$ cat config.mk
export PLATFORM = sky130hd
export DESIGN_NAME = capoff_xlate_unit
export DESIGN_NICKNAME = d
export VERILOG_FILES = /design/src/rtl/capx_pkg.sv /design/src/rtl/capx_remap.sv /design/src/rtl/capx_guard.sv /design/src/rtl/capx_resolve.sv /design/src/rtl/capoff_xlate_unit.sv
export SDC_FILE = /design/constraint.sdc
export NUM_CORES = 1
export LEC_CHECK = 0
export ABC_AREA = 1
export BUFFER_PORTS_ARGS = -buffer_cell sky130_fd_sc_hd__buf_2
export CAP_MARGIN = 20
export CORE_MARGIN = 5
export CORE_UTILIZATION = 45
export CTS_CLUSTER_SIZE = 10
export DETAILED_ROUTE_END_ITERATION = 10
export PLACE_DENSITY = 0.78
export SYNTH_ARGS = -nofsm -noshare
export SYNTH_HDL_FRONTEND = slang
export SYNTH_SLANG_ARGS = --single-unit
$ cat constraint.sdc
create_clock -name clk -period 4.2 [get_ports clk]
set_input_delay 0.63 -clock clk [delete_from_list [all_inputs] [get_ports clk]]
set_output_delay 0.63 -clock clk [all_outputs]
set_load 0.01 [all_outputs]
$ cat src/rtl/capx_pkg.sv
`timescale 1ns/1ps
package capx_pkg;

    localparam int VA_W     = 39;
    localparam int PGOFF_W  = 12;
    localparam int VPN_W    = 9;
    localparam int XOFF_W   = 16;
    localparam int PA_W     = 44;
    localparam int PERM_W   = 3;

    localparam int BND_W    = VA_W + 1;
    localparam int KEEP_W   = PGOFF_W + 2 * VPN_W;
    localparam int PPN2_W   = PA_W - KEEP_W;
    localparam int SUM_W    = ((XOFF_W > VPN_W) ? XOFF_W : VPN_W) + 1;

    localparam int PERM_RD  = 0;
    localparam int PERM_WR  = 1;
    localparam int PERM_EX  = 2;

    typedef enum logic [1:0] {
        OP_LOAD  = 2'd0,
        OP_STORE = 2'd1,
        OP_FETCH = 2'd2,
        OP_RSVD  = 2'd3
    } mem_op_e;

    typedef enum logic [1:0] {
        CAUSE_NONE   = 2'd0,
        CAUSE_PERM   = 2'd1,
        CAUSE_BOUNDS = 2'd2,
        CAUSE_PAOVF  = 2'd3
    } fault_e;

    typedef struct packed {
        logic             vld;
        logic [PA_W-1:0]  paddr;
        fault_e           cause;
    } xlate_rsp_t;

    function automatic logic [3:0] size_to_bytes(input logic [1:0] code);
        return 4'd1 << code;
    endfunction

    function automatic logic perm_granted(input mem_op_e op, input logic [PERM_W-1:0] perm);
        case (op)
            OP_LOAD:  return perm[PERM_RD];
            OP_STORE: return perm[PERM_WR];
            OP_FETCH: return perm[PERM_EX];
            default:  return 1'b0;
        endcase
    endfunction

endpackage

$ cat src/rtl/capx_remap.sv
`timescale 1ns/1ps
module capx_remap
    import capx_pkg::*;
(
    input  logic [VA_W-1:0]   vaddr,
    input  logic [XOFF_W-1:0] xoff,
    output logic [PA_W-1:0]   paddr,
    output logic              pa_ovf
);
    logic [SUM_W-1:0] ppn_sum;

    assign ppn_sum = SUM_W'(vaddr[VA_W-1:KEEP_W]) + SUM_W'(xoff);

    generate
        if (SUM_W > PPN2_W) begin : g_narrow_pa
            assign pa_ovf = |ppn_sum[SUM_W-1:PPN2_W];
            assign paddr  = {ppn_sum[PPN2_W-1:0], vaddr[KEEP_W-1:0]};
        end else begin : g_wide_pa
            assign pa_ovf = 1'b0;
            assign paddr  = {PPN2_W'(ppn_sum), vaddr[KEEP_W-1:0]};
        end
    endgenerate
endmodule

$ cat src/rtl/capx_guard.sv
`timescale 1ns/1ps
module capx_guard
    import capx_pkg::*;
(
    input  logic [VA_W-1:0]   vaddr,
    input  logic [1:0]        size,
    input  mem_op_e           op,
    input  logic [PERM_W-1:0] perm,
    input  logic [BND_W-1:0]  lo_bnd,
    input  logic [BND_W-1:0]  hi_bnd,
    output logic              perm_ok,
    output logic              range_ok
);
    logic [BND_W-1:0] span_first;
    logic [BND_W-1:0] span_end;

    always_comb begin
        span_first = BND_W'(vaddr);
        span_end   = span_first + BND_W'(size_to_bytes(size));
        range_ok   = (lo_bnd <= span_first) && (span_end <= hi_bnd);
        perm_ok    = perm_granted(op, perm);
    end
endmodule

$ cat src/rtl/capx_resolve.sv
`timescale 1ns/1ps
module capx_resolve
    import capx_pkg::*;
(
    input  logic            perm_ok,
    input  logic            range_ok,
    input  logic            pa_ovf,
    input  logic [PA_W-1:0] paddr_raw,
    output fault_e          cause,
    output logic [PA_W-1:0] paddr_out
);
    always_comb begin
        if (!perm_ok)       cause = CAUSE_PERM;
        else if (!range_ok) cause = CAUSE_BOUNDS;
        else if (pa_ovf)    cause = CAUSE_PAOVF;
        else                cause = CAUSE_NONE;
        paddr_out = (cause == CAUSE_NONE) ? paddr_raw : '0;
    end
endmodule

$ cat src/rtl/capoff_xlate_unit.sv
`timescale 1ns/1ps
module capoff_xlate_unit
    import capx_pkg::*;
(
    input  logic              clk,
    input  logic              rst,
    input  logic              req_valid,
    output logic              req_ready,
    input  logic [VA_W-1:0]   req_vaddr,
    input  logic [1:0]        req_op,
    input  logic [1:0]        req_size,
    input  logic [PERM_W-1:0] req_perm,
    input  logic [BND_W-1:0]  req_lo,
    input  logic [BND_W-1:0]  req_hi,
    input  logic [XOFF_W-1:0] req_xoff,
    input  logic              req_xoff_vld,
    input  logic              fence_valid,
    input  logic              fence_xoff_vld,
    output logic              rsp_valid,
    output logic [PA_W-1:0]   rsp_paddr,
    output logic              rsp_exc,
    output logic [1:0]        rsp_cause,
    output logic              tlb_req_valid,
    input  logic              tlb_req_ready,
    output logic [VA_W-1:0]   tlb_req_vaddr,
    output logic [1:0]        tlb_req_op,
    output logic [1:0]        tlb_req_size,
    output logic              tlb_flush
);
    mem_op_e         op_e;
    logic [PA_W-1:0] paddr_raw;
    logic [PA_W-1:0] paddr_fin;
    logic            pa_ovf;
    logic            perm_ok;
    logic            range_ok;
    fault_e          cause_now;
    logic            bypass_take;
    xlate_rsp_t      rsp_q;
    logic            flush_q;

    assign op_e = mem_op_e'(req_op);

    capx_remap u_remap (
        .vaddr  (req_vaddr),
        .xoff   (req_xoff),
        .paddr  (paddr_raw),
        .pa_ovf (pa_ovf)
    );

    capx_guard u_guard (
        .vaddr    (req_vaddr),
        .size     (req_size),
        .op       (op_e),
        .perm     (req_perm),
        .lo_bnd   (req_lo),
        .hi_bnd   (req_hi),
        .perm_ok  (perm_ok),
        .range_ok (range_ok)
    );

    capx_resolve u_resolve (
        .perm_ok   (perm_ok),
        .range_ok  (range_ok),
        .pa_ovf    (pa_ovf),
        .paddr_raw (paddr_raw),
        .cause     (cause_now),
        .paddr_out (paddr_fin)
    );

    // Legacy path: straight through to the TLB port, stall follows its ready
    assign bypass_take   = req_valid && req_xoff_vld;
    assign tlb_req_valid = req_valid && !req_xoff_vld;
    assign tlb_req_vaddr = req_vaddr;
    assign tlb_req_op    = req_op;
    assign tlb_req_size  = req_size;
    assign req_ready     = req_xoff_vld ? 1'b1 : tlb_req_ready;

    always_ff @(posedge clk) begin
        if (rst) begin
            rsp_q   <= '0;
            flush_q <= 1'b0;
        end else begin
            rsp_q.vld <= bypass_take;
            if (bypass_take) begin
                rsp_q.paddr <= paddr_fin;
                rsp_q.cause <= cause_now;
            end
            flush_q <= fence_valid && !fence_xoff_vld;
        end
    end

    assign rsp_valid = rsp_q.vld;
    assign rsp_paddr = rsp_q.paddr;
    assign rsp_cause = rsp_q.cause;
    assign rsp_exc   = rsp_q.vld && (rsp_q.cause != CAUSE_NONE);
    assign tlb_flush = flush_q;
endmodule

# Word-level counts from Yosys, hierarchy flattened
# Cells that the tools add are included.
# word_totals
reg_bits	48
in_bits	149
wordCells	28
# classes
addsub	2
n_lt_le_gt_ge	2
eq_ne	2
shifts	1
mux	6
reduce_logical	11
# ops
cell	n
2-to-1 mux 44 bit	1
adder 39 x 4 -> 40 bit	1
less-or-equal comparator 40 x 39 -> 1 bit	1
less-or-equal comparator 40 bit	1
adder 9 x 16 -> 17 bit	1
2-to-1 mux 2 bit	3
logical AND 1 bit	5
zero test 2 bit	2
left shift 1 x 2 -> 4 bit (first input constant)	1
one-hot mux 1 bit (3 select lines)	1
OR reduction 3 bit	1
equality test 2 x 1 -> 1 bit (second input constant)	1
equality test 2 bit (second input constant)	1
zero test 1 bit	2
nonzero test 2 bit	1
2-to-1 mux 1 bit	1

# Depth between registers and ports, before layout
# Gate-level depths: netlist of the first run.
# logic_depth
word_depth	8
ltp_mapped	32

# By module
# Synthesis of the first run repeated with hierarchy kept, for this count alone.
# unflattened
hier_cells	1216
hier_area_um2	7106.8
# modules_own_cells
mod	n_inst	cells_each	area_per_inst_um2
capx_guard	1	618	3494.6
capoff_xlate_unit	1	345	2293.4
capx_remap	1	156	914.6
capx_resolve	1	97	404.1

# Least setup slack after synthesis of the first run
# OpenSTA, ideal clock, no wires.
# synth_timing
path_type	input to register
startpoint	in req_size[0]
endpoint	reg rsp_q, in the netlist rsp_paddr[10]
setup_time_ns	0.113
arrival_ns	3.864
required_time_ns	4.087
slack_ns	0.224
stages	29
n_path_buf	1
path_cell_list	nor2_1 > ha_1 > inv_1 > fa_1 > inv_1 > nand3_1 > nand2_1 > nand2_1 > nor2_2 > nand3_2 > nor3_2 > and2_1 > nand3_1 > xor2_1 > ha_1 > nand2_1 > nor2_1 > nand2_1 > nor2_1 > nand2_1 > nor2_1 > nor2_1 > nand2_1 > nand2_1 > nand3_4 > inv_8 > buf_12 > nand3_2 > nand2_1
# synth_via
elab_chain_cells	8
# synth_rtl
item	line	text
start: declaration	capoff_xlate_unit.sv:11	input logic [1:0] req_size,
left shift 1 x 2 -> 4 bit	capx_pkg.sv:41	return 4'd1 << code;
adder 39 x 4 -> 40 bit	capx_guard.sv:19	span_end = span_first + BND_W'(size_to_bytes(size));
less-or-equal comparator 40 bit	capx_guard.sv:20	range_ok = (lo_bnd <= span_first) && (span_end <= hi_bnd);
logical AND 1 bit	capx_guard.sv:20	
2-to-1 mux 2 bit	capx_resolve.sv:14	else if (!range_ok) cause = CAUSE_BOUNDS;
2-to-1 mux 2 bit	capx_resolve.sv:13	if (!perm_ok) cause = CAUSE_PERM;
zero test 2 bit	capx_resolve.sv:17	paddr_out = (cause == CAUSE_NONE) ? paddr_raw : '0;
2-to-1 mux 44 bit	capx_resolve.sv:17	
end: declaration	capoff_xlate_unit.sv:38	xlate_rsp_t rsp_q;
# Every way passes these cells.
# A chain may end at the register's enable or synchronous reset.

# Worst setup path after layout of the first run
# layout_timing
startpoint	in req_size[1]
endpoint	reg rsp_q, in the netlist rsp_paddr[9]
# The elaborated chain is that of the path after synthesis.

==> metrics.md, run 1 <==
| Metric | Value |
|---|---|
| Clock sinks | `48` |
| Hold endpoint | `rsp_paddr[16]$_SDFFE_PP0P_` |
| Most used cell along the critical path | `nand2_1` |
| Clock network fraction of total power | `30.8%` |
| Most frequent cells in the layout | `257 x nand2_1, 242 x buf_2, 175 x inv_1, 91 x ha_1, 88 x nand3_1` |
| Internal | `about 0.96 mW` |
| Nets | `roughly 1500` |
| Pre-CTS WS | `-326 ps` |
| Final instance area | `~8000 um2` |
| Clk_lat worst skew | `290 ps` |
| Vias in the first global route | `6565` |
| CTS root buf | `clkbuf_16` |
| CP max stage cell | `fa_2` |
| Die area | `approximately 17000 um2` |
| Syn_nets | `between 1000 and 1500` |
| IO Pins | `243` |
| Largest net degree at the start of global routing | `48` |
| Final Util | `57.4%` |
| N_diodes | `0` |
| Placed Area | `7630 um2` |
| Peak Freq | `about 250 MHz` |
| Port bufs | `approximately 240` |
| Avg Synthesized Cell Area | `around 6.4 um2` |
| Worst hold path cell count | `2` |
| Synth Warn # | `0` |
| Antenna viol nets, final | `0` |
| Static leakage | `between 4 and 5 nW` |
| Flop pwr share | `about 30%` |
| Hold Fails Final Rpt | `0` |
| VDD IR-drop max | `roughly 190 uV` |
| Final Max Tran Viols | `0` |
| Post-Synthesis Cell Area | `6420 um2` |
| Status | `complete, no violations` |
| Worst r2r path cells | `2` |
| RD Place Congestion | `about 0.94` |
| H-tree lvl count | `2` |
| Final worst path period share | `94.7%` |
| Die span in x | `about 130 um` |
| Layout Skew | `0 ps` |
| Maxcap violations | `0` |
| DRT iter0 DRCs | `381` |
| CTS tree | `built` |
| Synth-to-Final Area Change | `24.6%` |
| Rel. slew slack | `47.9%` |
| Commonest non-fill, non-tap cell in the layout | `nand2_1` |
| HP Start | `rsp_paddr[16]$_SDFFE_PP0P_` |
| Remaining DRCs | `0` |
| Critical Path Fanout Max | `11` |
| Cell Pwr Density | `approximately 190 nW/um2` |
| CP Capture Type | `register` |
| R2r setup slk | `about 3500 ps` |
| WP data required | `between 4000 and 5000 ps` |
| Clk slew on worst S/H paths | `approximately 70 ps` |
| Final setup viols | `0` |
| CP startpoint kind | `primary input` |
| Vias | `between 7000 and 8000` |
| Via density | `around 5.0` |
| RSZ-0062 raised after global routing | `true` |
| Cts-stage hold buffer count | `0` |
| Share of layout cells above drive strength 1 | `a little under 30%` |
| Seq/Total Area, Yosys | `roughly 15%` |
| Initial antenna violation count | `0` |
| Core area | `between 10000 and 15000 um2` |
| Comb pwr share | `between 30% and 40%` |
| Final HPWL DP | `17.4 mm` |
| Grt total ovfl | `0` |
| Worst path max stage delay | `around 340 ps` |
| Fillers | `about 1400` |
| Switching share of power | `35.7%` |
| Tmin final | `approximately 4000 ps` |
| Detailed-router iteration count before antenna repair | `5` |
| Yosys cell types | `38` |
| Crit path DAT | `approximately 4200 ps` |
| First-pass GRT wire length | `31.6 mm` |
| Switching pwr | `roughly 0.53 mW` |
| Min-Delay Path Class | `register to register` |
| Routed len/inst | `approximately 15 um` |
| Synth Register Bits | `48` |
| Cells after synthesis | `~1000` |
| Final setup margin | `between 200 and 250 ps` |
| Reg2reg start | `rsp_cause[0]$_SDFFE_PP0P_` |
| Final WL | `approximately 21 mm` |
| Crit Path Class | `primary input to register` |
| Die Y | `approximately 130 um` |
| Clock buffer count from CTS | `5` |
| Reg2reg end | `rsp_cause[0]$_SDFFE_PP0P_` |
| GRT Total Usage | `23.7%` |
| Overall Power | `1.50 mW` |
| Worst-margin pin slew | `780 ps` |
| Cell Rows | `43` |
| Clk buf depth | `2` |
| Starting Density | `46.0%` |
cell usage after synthesis (all sizes together):
master / number / share of area, %
nand3: 124 / 12
fa: 2 / 0.62
a21boi: 1 / 0.12
xor2: 37 / 5.1
buf: 52 / 6.6
nor4: 11 / 1.3
and2: 3 / 0.29
or2: 1 / 0.098
o31ai: 1 / 0.19
a21o: 3 / 0.35
xnor2: 6 / 0.82
o21bai: 1 / 0.12
a31oi: 1 / 0.098
nand2: 265 / 16
a21oi: 42 / 3.3
nor2: 83 / 5.0
or3: 1 / 0.098
ha: 92 / 18
nand3b: 2 / 0.23
o21a: 3 / 0.35
nor3: 19 / 1.7
o21ai: 7 / 0.55
clkbuf: 9 / 0.53
nand4: 9 / 0.88
inv: 182 / 11
dfxtp: 48 / 15
metal layers:
layer | GRT usage [%] | wire length, um
met2 | 40.1 | 9970
met5 | 0 | 0
met1 | 30.8 | 8890
met4 | 7.41 | 656
met3 | 4.04 | 1710
cells by family (layout without fill, tap and decap cells):
family / count (synthesis) / in the layout / synth area share, %
flops: 48 / 48 / 15.0
simple gates: 518 / 518 / 37.6
buf+inv: 243 / 470 / 17.9
compound gates: 59 / 59 / 5.05
fa+ha+maj: 94 / 94 / 18.6
xor+xnor: 43 / 43 / 5.87
final cells by class:
| cell class | count | area (um2) | area share [%] |
|---|---|---|---|
| Multi-Input combinational cell | 714 | 4410 | 55.2 |
| Inverter | 182 | 709 | 8.87 |
| Tap cell | 180 | 225 | 2.82 |
| Timing Repair Buffer | 277 | 1490 | 18.6 |
| Clock buffer | 5 | 125 | 1.56 |
| Sequential cell | 48 | 961 | 12.0 |
| Clock inverter | 3 | 42.5 | 0.532 |
| Timing Repair inverter | 3 | 36.3 | 0.454 |
worst max-delay path: cells and delay by family:
family,cells,cell delay [ps]
simple gates,21,1990
buf+inv,6,570
fa+ha+maj,3,780
xor+xnor,1,160
through the flow:
step	TNS (ps)	std cells	hold slack, ps
floorplan	0	1005	494
global placement	-7180	1397	455
detailed placement	-12000	1397	459
CTS	0	1405	471
global route	-1040	1412	481
finish	0	1412	467
registers in the layout, indices dropped and copies added, names as in the netlist:
signal	cells
rsp_paddr	44
tlb_flush	1
rsp_cause	2
rsp_valid	1
power groups by stage:
stage	sequential (mW)	clock [mW]	combinational, mW
finish	0.461	0.461	0.577
global route	0.461	0.489	0.652
CTS	0.460	0.470	0.560
detailed placement	0.471	0	0.555
global placement	0.471	0	0.549
floorplan	0.472	0	0.360
timing repair:
action | in CTS | in global routing
setup endpoints to repair | 2 | 46
gates cloned | 0 | 3
pin swaps | 0 | 11
gates resized for setup | 1 | 28
buffers inserted | 0 | 4
how the worst max path moves through the flow:
stage / slack, ps / cells past startpoint / start / endpoint
2_1_floorplan: 220 / 29 / req_size[0] / rsp_paddr[10]$_SDFFE_PP0P_
3_3_place_gp: -200 / 32 / req_size[0] / rsp_paddr[32]$_SDFFE_PP0P_
3_5_place_dp: -330 / 27 / req_size[1] / rsp_paddr[38]$_SDFFE_PP0P_
4_1_cts: 30 / 27 / req_size[1] / rsp_paddr[38]$_SDFFE_PP0P_
5_1_grt: -60 / 30 / req_size[0] / rsp_paddr[30]$_SDFFE_PP0P_
6_report: 220 / 31 / req_size[1] / rsp_paddr[9]$_SDFFE_PP0P_
No activity file was read; power rests on OpenSTA's default activity.
==> run 2: changes to the inputs <==
--- a/config.mk
+++ b/config.mk
@@ -8,6 +8,7 @@
 export ABC_AREA = 1
 export BUFFER_PORTS_ARGS = -buffer_cell sky130_fd_sc_hd__buf_2
 export CAP_MARGIN = 20
+export CORE_ASPECT_RATIO = 0.75
 export CORE_MARGIN = 5
 export CORE_UTILIZATION = 45
 export CTS_CLUSTER_SIZE = 10
==> metrics.md, run 2 (synthesis results as in run 1) <==
| Metric | Value |
|---|---|
| Status | `complete, no violations (unchanged)` |
| Clk buf depth | `2 (unchanged)` |
| DRT iter0 DRCs | `431 (was 381)` |
| RD Place Congestion | `0.960 (was 0.943)` |
| Placed Area | `7630 um2 (about the same)` |
| Crit Path Class | `primary input to register (unchanged)` |
| Worst path max stage delay | `350 ps (was 340 ps)` |
| Peak Freq | `246 MHz (was 251 MHz)` |
| Port bufs | `242 (unchanged)` |
| Final HPWL DP | `18.0 mm (was 17.4 mm)` |
| Rel. slew slack | `45.8% (was 47.9%)` |
| Die area | `16800 um2 (was 16700 um2)` |
| CP startpoint kind | `primary input (unchanged)` |
| Commonest non-fill, non-tap cell in the layout | `nand2_1 (unchanged)` |
| Flop pwr share | `31.6% (was 30.7%)` |
| Final setup viols | `0 (unchanged)` |
| Clock network fraction of total power | `28.5% (was 30.8%)` |
| Share of layout cells above drive strength 1 | `29.8% (was 29.2%)` |
| Remaining DRCs | `0 (unchanged)` |
| Cell Rows | `37 (was 43)` |
| CTS tree | `built (unchanged)` |
| Synth-to-Final Area Change | `25.0% (was 24.6%)` |
| Die span in x | `148 um (was 129 um)` |
| Max FFs per register | `44 (unchanged)` |
| Vias | `7133 (was 7013)` |
| Final Util | `57.9% (was 57.4%)` |
| WP data required | `4380 ps (was 4390 ps)` |
| Switching pwr | `0.521 mW (was 0.535 mW)` |
| Clk slew on worst S/H paths | `60 ps (was 70 ps)` |
| CP max stage cell | `fa_2 (unchanged)` |
| Switching share of power | `35.8% (was 35.7%)` |
| CP Capture Type | `register (unchanged)` |
| CTS root buf | `clkbuf_16 (unchanged)` |
| Worst-margin pin slew | `812 ps (was 780 ps)` |
| Antenna viol nets, final | `0 (unchanged)` |
| VDD IR-drop max | `169 uV (was 194 uV)` |
| Final Max Tran Viols | `0 (unchanged)` |
| Crit path DAT | `4250 ps (was 4170 ps)` |
| GRT Total Usage | `24.3% (was 23.7%)` |
| Hold Fails Final Rpt | `0 (unchanged)` |
| First-pass GRT wire length | `32.8 mm (was 31.6 mm)` |
| Grt total ovfl | `0 (unchanged)` |
| Starting Density | `46.4% (was 46.0%)` |
| Nets | `1478 (was 1474)` |
| Detailed-router iteration count before antenna repair | `5 (unchanged)` |
| H-tree lvl count | `2 (unchanged)` |
| Clock buffer count from CTS | `5 (unchanged)` |
| Largest net degree at the start of global routing | `47 (was 48)` |
| Clk_lat worst skew | `290 ps (about the same)` |
| Maxcap violations | `0 (unchanged)` |
| Die Y | `113 um (was 129 um)` |
| Internal | `0.935 mW (was 0.964 mW)` |
| Tmin final | `4060 ps (was 3980 ps)` |
| Via density | `5.06 (was 4.97)` |
| Core area | `13800 um2 (was 13900 um2)` |
| Critical Path Fanout Max | `11 (unchanged)` |
| Cts-stage hold buffer count | `0 (unchanged)` |
| Comb pwr share | `39.9% (was 38.5%)` |
| IO Pins | `243 (unchanged)` |
| Vias in the first global route | `6501 (was 6565)` |
| Initial antenna violation count | `0 (unchanged)` |
| Clock sinks | `48 (unchanged)` |
| Final instance area | `8020 um2 (was 8000 um2)` |
| RSZ-0062 raised after global routing | `true (unchanged)` |
| Layout Skew | `0 ps (unchanged)` |
| Routed len/inst | `15.6 um (was 15.0 um)` |
| Final WL | `22.0 mm (was 21.2 mm)` |
| Fin Setup TNS | `0 ps (unchanged)` |
| Cell Pwr Density | `182 nW/um2 (was 187 nW/um2)` |
| N_diodes | `0 (unchanged)` |
| Min-Delay Path Class | `register to register (unchanged)` |
| Final worst path period share | `96.8% (was 94.7%)` |
| Static leakage | `4.75 nW (was 4.74 nW)` |
| Most frequent cells in the layout | `254 x nand2_1, 242 x buf_2, 175 x inv_1, 91 x ha_1, 86 x nand3_1 (was 257 x nand2_1, 242 x buf_2, 175 x inv_1, 91 x ha_1, 88 x nand3_1)` |
[run 2: what timing repair did]
action                     CTS  global route
pin swaps                    0            11
gates cloned                 0             2
setup endpoints to repair   44            46
gates resized for setup      2            32
buffers inserted             0             9
[run 2: routing by layer]
| metal | track usage (%) | wire (um) | vias up |
|---|---|---|---|
| met3 | 5.04 | 2130 | 31 |
| met5 | 0 | 0 | - |
| met1 | 33.7 | 9730 | 3173 |
| met4 | 5.11 | 398 | 0 |
| li1 | - | - | 3597 |
| met2 | 39.2 | 9700 | 332 |
[run 2: layout make-up]
cell class	instances	area, um2
timing repair inverter	2	27.5
multi-input combinational	714	4420
timing repair buffer	282	1520
inverter	182	709
sequential	48	961
clock buffer	7	153
fill	1338	5820
tap	175	219
[run 2: worst paths after layout]
kind	endpoint	slack (ps)	cells after the start	from
min reg2reg	rsp_paddr[27]$_SDFFE_PP0P_	470	2	rsp_paddr[27]$_SDFFE_PP0P_
min	rsp_paddr[27]$_SDFFE_PP0P_	470	2	rsp_paddr[27]$_SDFFE_PP0P_
max	rsp_paddr[0]$_SDFFE_PP0P_	140	31	req_size[0]
max reg2reg	rsp_cause[0]$_SDFFE_PP0P_	3520	2	rsp_cause[0]$_SDFFE_PP0P_
[run 2: critical path, delay by kind of cell]
| kind | cells | cell delay [ps] |
|---|---|---|
| buffers and inverters | 6 | 500 |
| XOR/XNOR | 1 | 150 |
| AND/OR/NAND/NOR | 21 | 2140 |
| adder cells (fa/ha/maj) | 3 | 810 |
[run 2: power groups by stage]
stage                     clock network [mW]  logic [mW]  registers [mW]
after CTS                              0.424       0.561           0.461
after floorplan                            0       0.360           0.472
after global routing                   0.444       0.654           0.461
after global placement                     0       0.547           0.471
final                                  0.415       0.581           0.461
after detailed placement                   0       0.557           0.471
[run 2: metrics by stage]
step                worst slack (ps)  cells  power (mW)  hold slack (ps)
global placement                -147   1392        1.02              457
CTS                             14.2   1399        1.45              471
detailed placement              -340   1392        1.03              461
floorplan                        224   1005       0.832              494
finish                           135   1410        1.46              468
global route                    -131   1410        1.56              483
==> run 3: changes to the inputs <==
--- a/config.mk
+++ b/config.mk
@@ -7,9 +7,8 @@
 export LEC_CHECK = 0
 export ABC_AREA = 1
 export BUFFER_PORTS_ARGS = -buffer_cell sky130_fd_sc_hd__buf_2
-export CAP_MARGIN = 20
 export CORE_ASPECT_RATIO = 0.75
-export CORE_MARGIN = 5
+export CORE_MARGIN = 10
 export CORE_UTILIZATION = 45
 export CTS_CLUSTER_SIZE = 10
 export DETAILED_ROUTE_END_ITERATION = 10
==> metrics.md, run 3 (synthesis results as in run 1) <==
| Metric | Value |
|---|---|
| IO Pins | `243 (unchanged)` |
| Largest net degree at the start of global routing | `48 (was 47)` |
| CP startpoint kind | `primary input (unchanged)` |
| Commonest non-fill, non-tap cell in the layout | `nand2_1 (unchanged)` |
| Maxcap violations | `0 (unchanged)` |
| Most used cell along the critical path | `nand2_1` |
| Die span in x | `158 um (was 148 um)` |
| Worst r2r path cells | `2 (unchanged)` |
| Starting Density | `46.4% (unchanged)` |
| Final WL | `23.7 mm (was 22.0 mm)` |
| Cell Rows | `37 (unchanged)` |
| Met3 WL | `2.55 mm (was 2.13 mm)` |
| Initial antenna violation count | `1 (was 0)` |
| CP max stage cell | `fa_2 (unchanged)` |
| HP Start | `rsp_paddr[14]$_SDFFE_PP0P_ (was rsp_paddr[27]$_SDFFE_PP0P_)` |
| Fillers | `1343 (was 1338)` |
| Vias in the first global route | `6744 (was 6501)` |
| First-pass GRT wire length | `34.2 mm (was 32.8 mm)` |
| Detailed-router iteration count before antenna repair | `6 (was 5)` |
| Via density | `5.12 (was 5.06)` |
| Rel. slew slack | `45.6% (was 45.8%)` |
| Crit path DAT | `4370 ps (was 4250 ps)` |
| Die Y | `123 um (was 113 um)` |
| Port bufs | `242 (unchanged)` |
| Share of layout cells above drive strength 1 | `30.3% (was 29.8%)` |
| Vias | `7229 (was 7133)` |
| Met2 wire length | `10.5 mm (was 9.70 mm)` |
| Post-route insts no fill | `1413 (was 1410)` |
| Overall Power | `1.51 mW (was 1.46 mW)` |
| Clk slew on worst S/H paths | `60 ps (about the same)` |
| Placed cell count | `1393 (was 1392)` |
| Clk buf depth | `2 (unchanged)` |
| Worst hold path cell count | `2 (unchanged)` |
| RD Place Congestion | `0.971 (was 0.960)` |
| GRT Total Usage | `21.9% (was 24.3%)` |
| Cell Pwr Density | `185 nW/um2 (was 182 nW/um2)` |
| N_diodes | `0 (unchanged)` |
| Hold Fails Final Rpt | `0 (unchanged)` |
| Worst-margin pin slew | `815 ps (was 812 ps)` |
| Layout Skew | `0 ps (unchanged)` |
| Static leakage | `4.79 nW (was 4.75 nW)` |
| Crit Path Class | `primary input to register (unchanged)` |
| VDD IR-drop max | `169 uV (about the same)` |
| Final setup viols | `0 (unchanged)` |
| Clock sinks | `48 (unchanged)` |
| Antenna viol nets, final | `0 (unchanged)` |
| Tmin final | `4180 ps (was 4060 ps)` |
| Routed len/inst | `16.8 um (was 15.6 um)` |
| Critical Path Fanout Max | `11 (unchanged)` |
| RSZ-0062 raised after global routing | `true (unchanged)` |
| Final HPWL DP | `19.3 mm (was 18.0 mm)` |
| WP data required | `4380 ps (about the same)` |
| Crit path from | `req_size[1] (was req_size[0])` |
| Routed length on met1 | `10.2 mm (was 9.73 mm)` |
| Die area | `19500 um2 (was 16800 um2)` |
| Final instance area | `8130 um2 (was 8020 um2)` |
| Max FFs per register | `44 (unchanged)` |
| Status | `complete, no violations (unchanged)` |
| Remaining DRCs | `0 (unchanged)` |
| Min-Delay Path Class | `register to register (unchanged)` |
| Clock buffer count from CTS | `5 (unchanged)` |
| Core area | `13800 um2 (unchanged)` |
| CP Capture Type | `register (unchanged)` |
| Top layer reached by signal wires | `met4 (unchanged)` |
| Grt total ovfl | `0 (unchanged)` |
| Nets | `1480 (was 1478)` |
| Reg2reg start | `rsp_cause[0]$_SDFFE_PP0P_ (unchanged)` |
| DRT iter0 DRCs | `457 (was 431)` |
| Final Max Tran Viols | `0 (unchanged)` |
| CTS tree | `built (unchanged)` |
| Placed Area | `7630 um2 (about the same)` |
| Clk_lat worst skew | `290 ps (about the same)` |
| H-tree lvl count | `2 (unchanged)` |
| Most frequent cells in the layout | `256 x nand2_1, 240 x buf_2, 174 x inv_1, 90 x ha_1, 82 x nand3_1 (was 254 x nand2_1, 242 x buf_2, 175 x inv_1, 91 x ha_1, 86 x nand3_1)` |
| Synth-to-Final Area Change | `26.7% (was 25.0%)` |
| Peak Freq | `239 MHz (was 246 MHz)` |
| Worst path max stage delay | `370 ps (was 350 ps)` |
| Final worst path period share | `99.6% (was 96.8%)` |
| CTS root buf | `clkbuf_16 (unchanged)` |
-- run 3: cell types whose count changed in the layout (fill, tap and decap cells not counted), sizes merged --
cell	before	now
inv	182	184
clkinv	2	3
bufinv	0	1
clkbuf	7	6
-- run 3: report_power, final --
group / switching [mW] / total (mW) / internal [mW]
registers: 0.00215 / 0.461 / 0.458
clock network: 0.171 / 0.452 / 0.280
logic: 0.362 / 0.595 / 0.233
-- run 3: path summary, 6_finish.rpt --
path	end	slack, ps
setup / recovery	rsp_paddr[37]$_SDFFE_PP0P_	20
setup reg to reg	rsp_cause[0]$_SDFFE_PP0P_	3510
hold / removal	rsp_paddr[14]$_SDFFE_PP0P_	470
hold reg to reg	rsp_paddr[14]$_SDFFE_PP0P_	470
-- run 3: metrics by stage --
| step | setup WS [ps] | hold WS, ps | util (%) | TNS [ps] |
|---|---|---|---|---|
| after CTS | 35.4 | 470 | 56.3 | 0 |
| final | 16.7 | 467 | 58.7 | 0 |
| after floorplan | 224 | 494 | - | 0 |
| after detailed placement | -269 | 458 | 55.2 | -9930 |
| after global routing | -244 | 481 | 58.7 | -9400 |
| after global placement | -76.4 | 458 | 55.2 | -2420 |
-- run 3: layer usage --
metal / global-route usage, % / vias up
met3: 6.63 / 35
met2: 35.0 / 324
met1: 28.3 / 3266
met4: 5.48 / 0
li1: - / 3604
met5: 0 / -
-- run 3: timing repair --
action	CTS	global route
gates resized for setup	0	48
buffers inserted	0	8
setup endpoints to repair	0	46
hold buffers	0	0
-- run 3: layout make-up --
type                    instances  area (um2)  share of cell area [%]
clock buffers                   6         129                    1.59
clock inverters                 2        35.0                   0.431
inverters                     182         709                    8.73
multi-input cells             714        4450                    54.8
flip-flops and latches         48         961                    11.8
well taps                     175         219                    2.69
repair buffers                282        1560                    19.2
repair inverters                4        60.1                   0.739
-- run 3: critical path: cells and delay by family --
family	cells	cell delay, ps
and+or+nand+nor	21	2240
adders and majority gates	3	820
buffers and inverters	6	490
xor gates and xnor gates	1	150
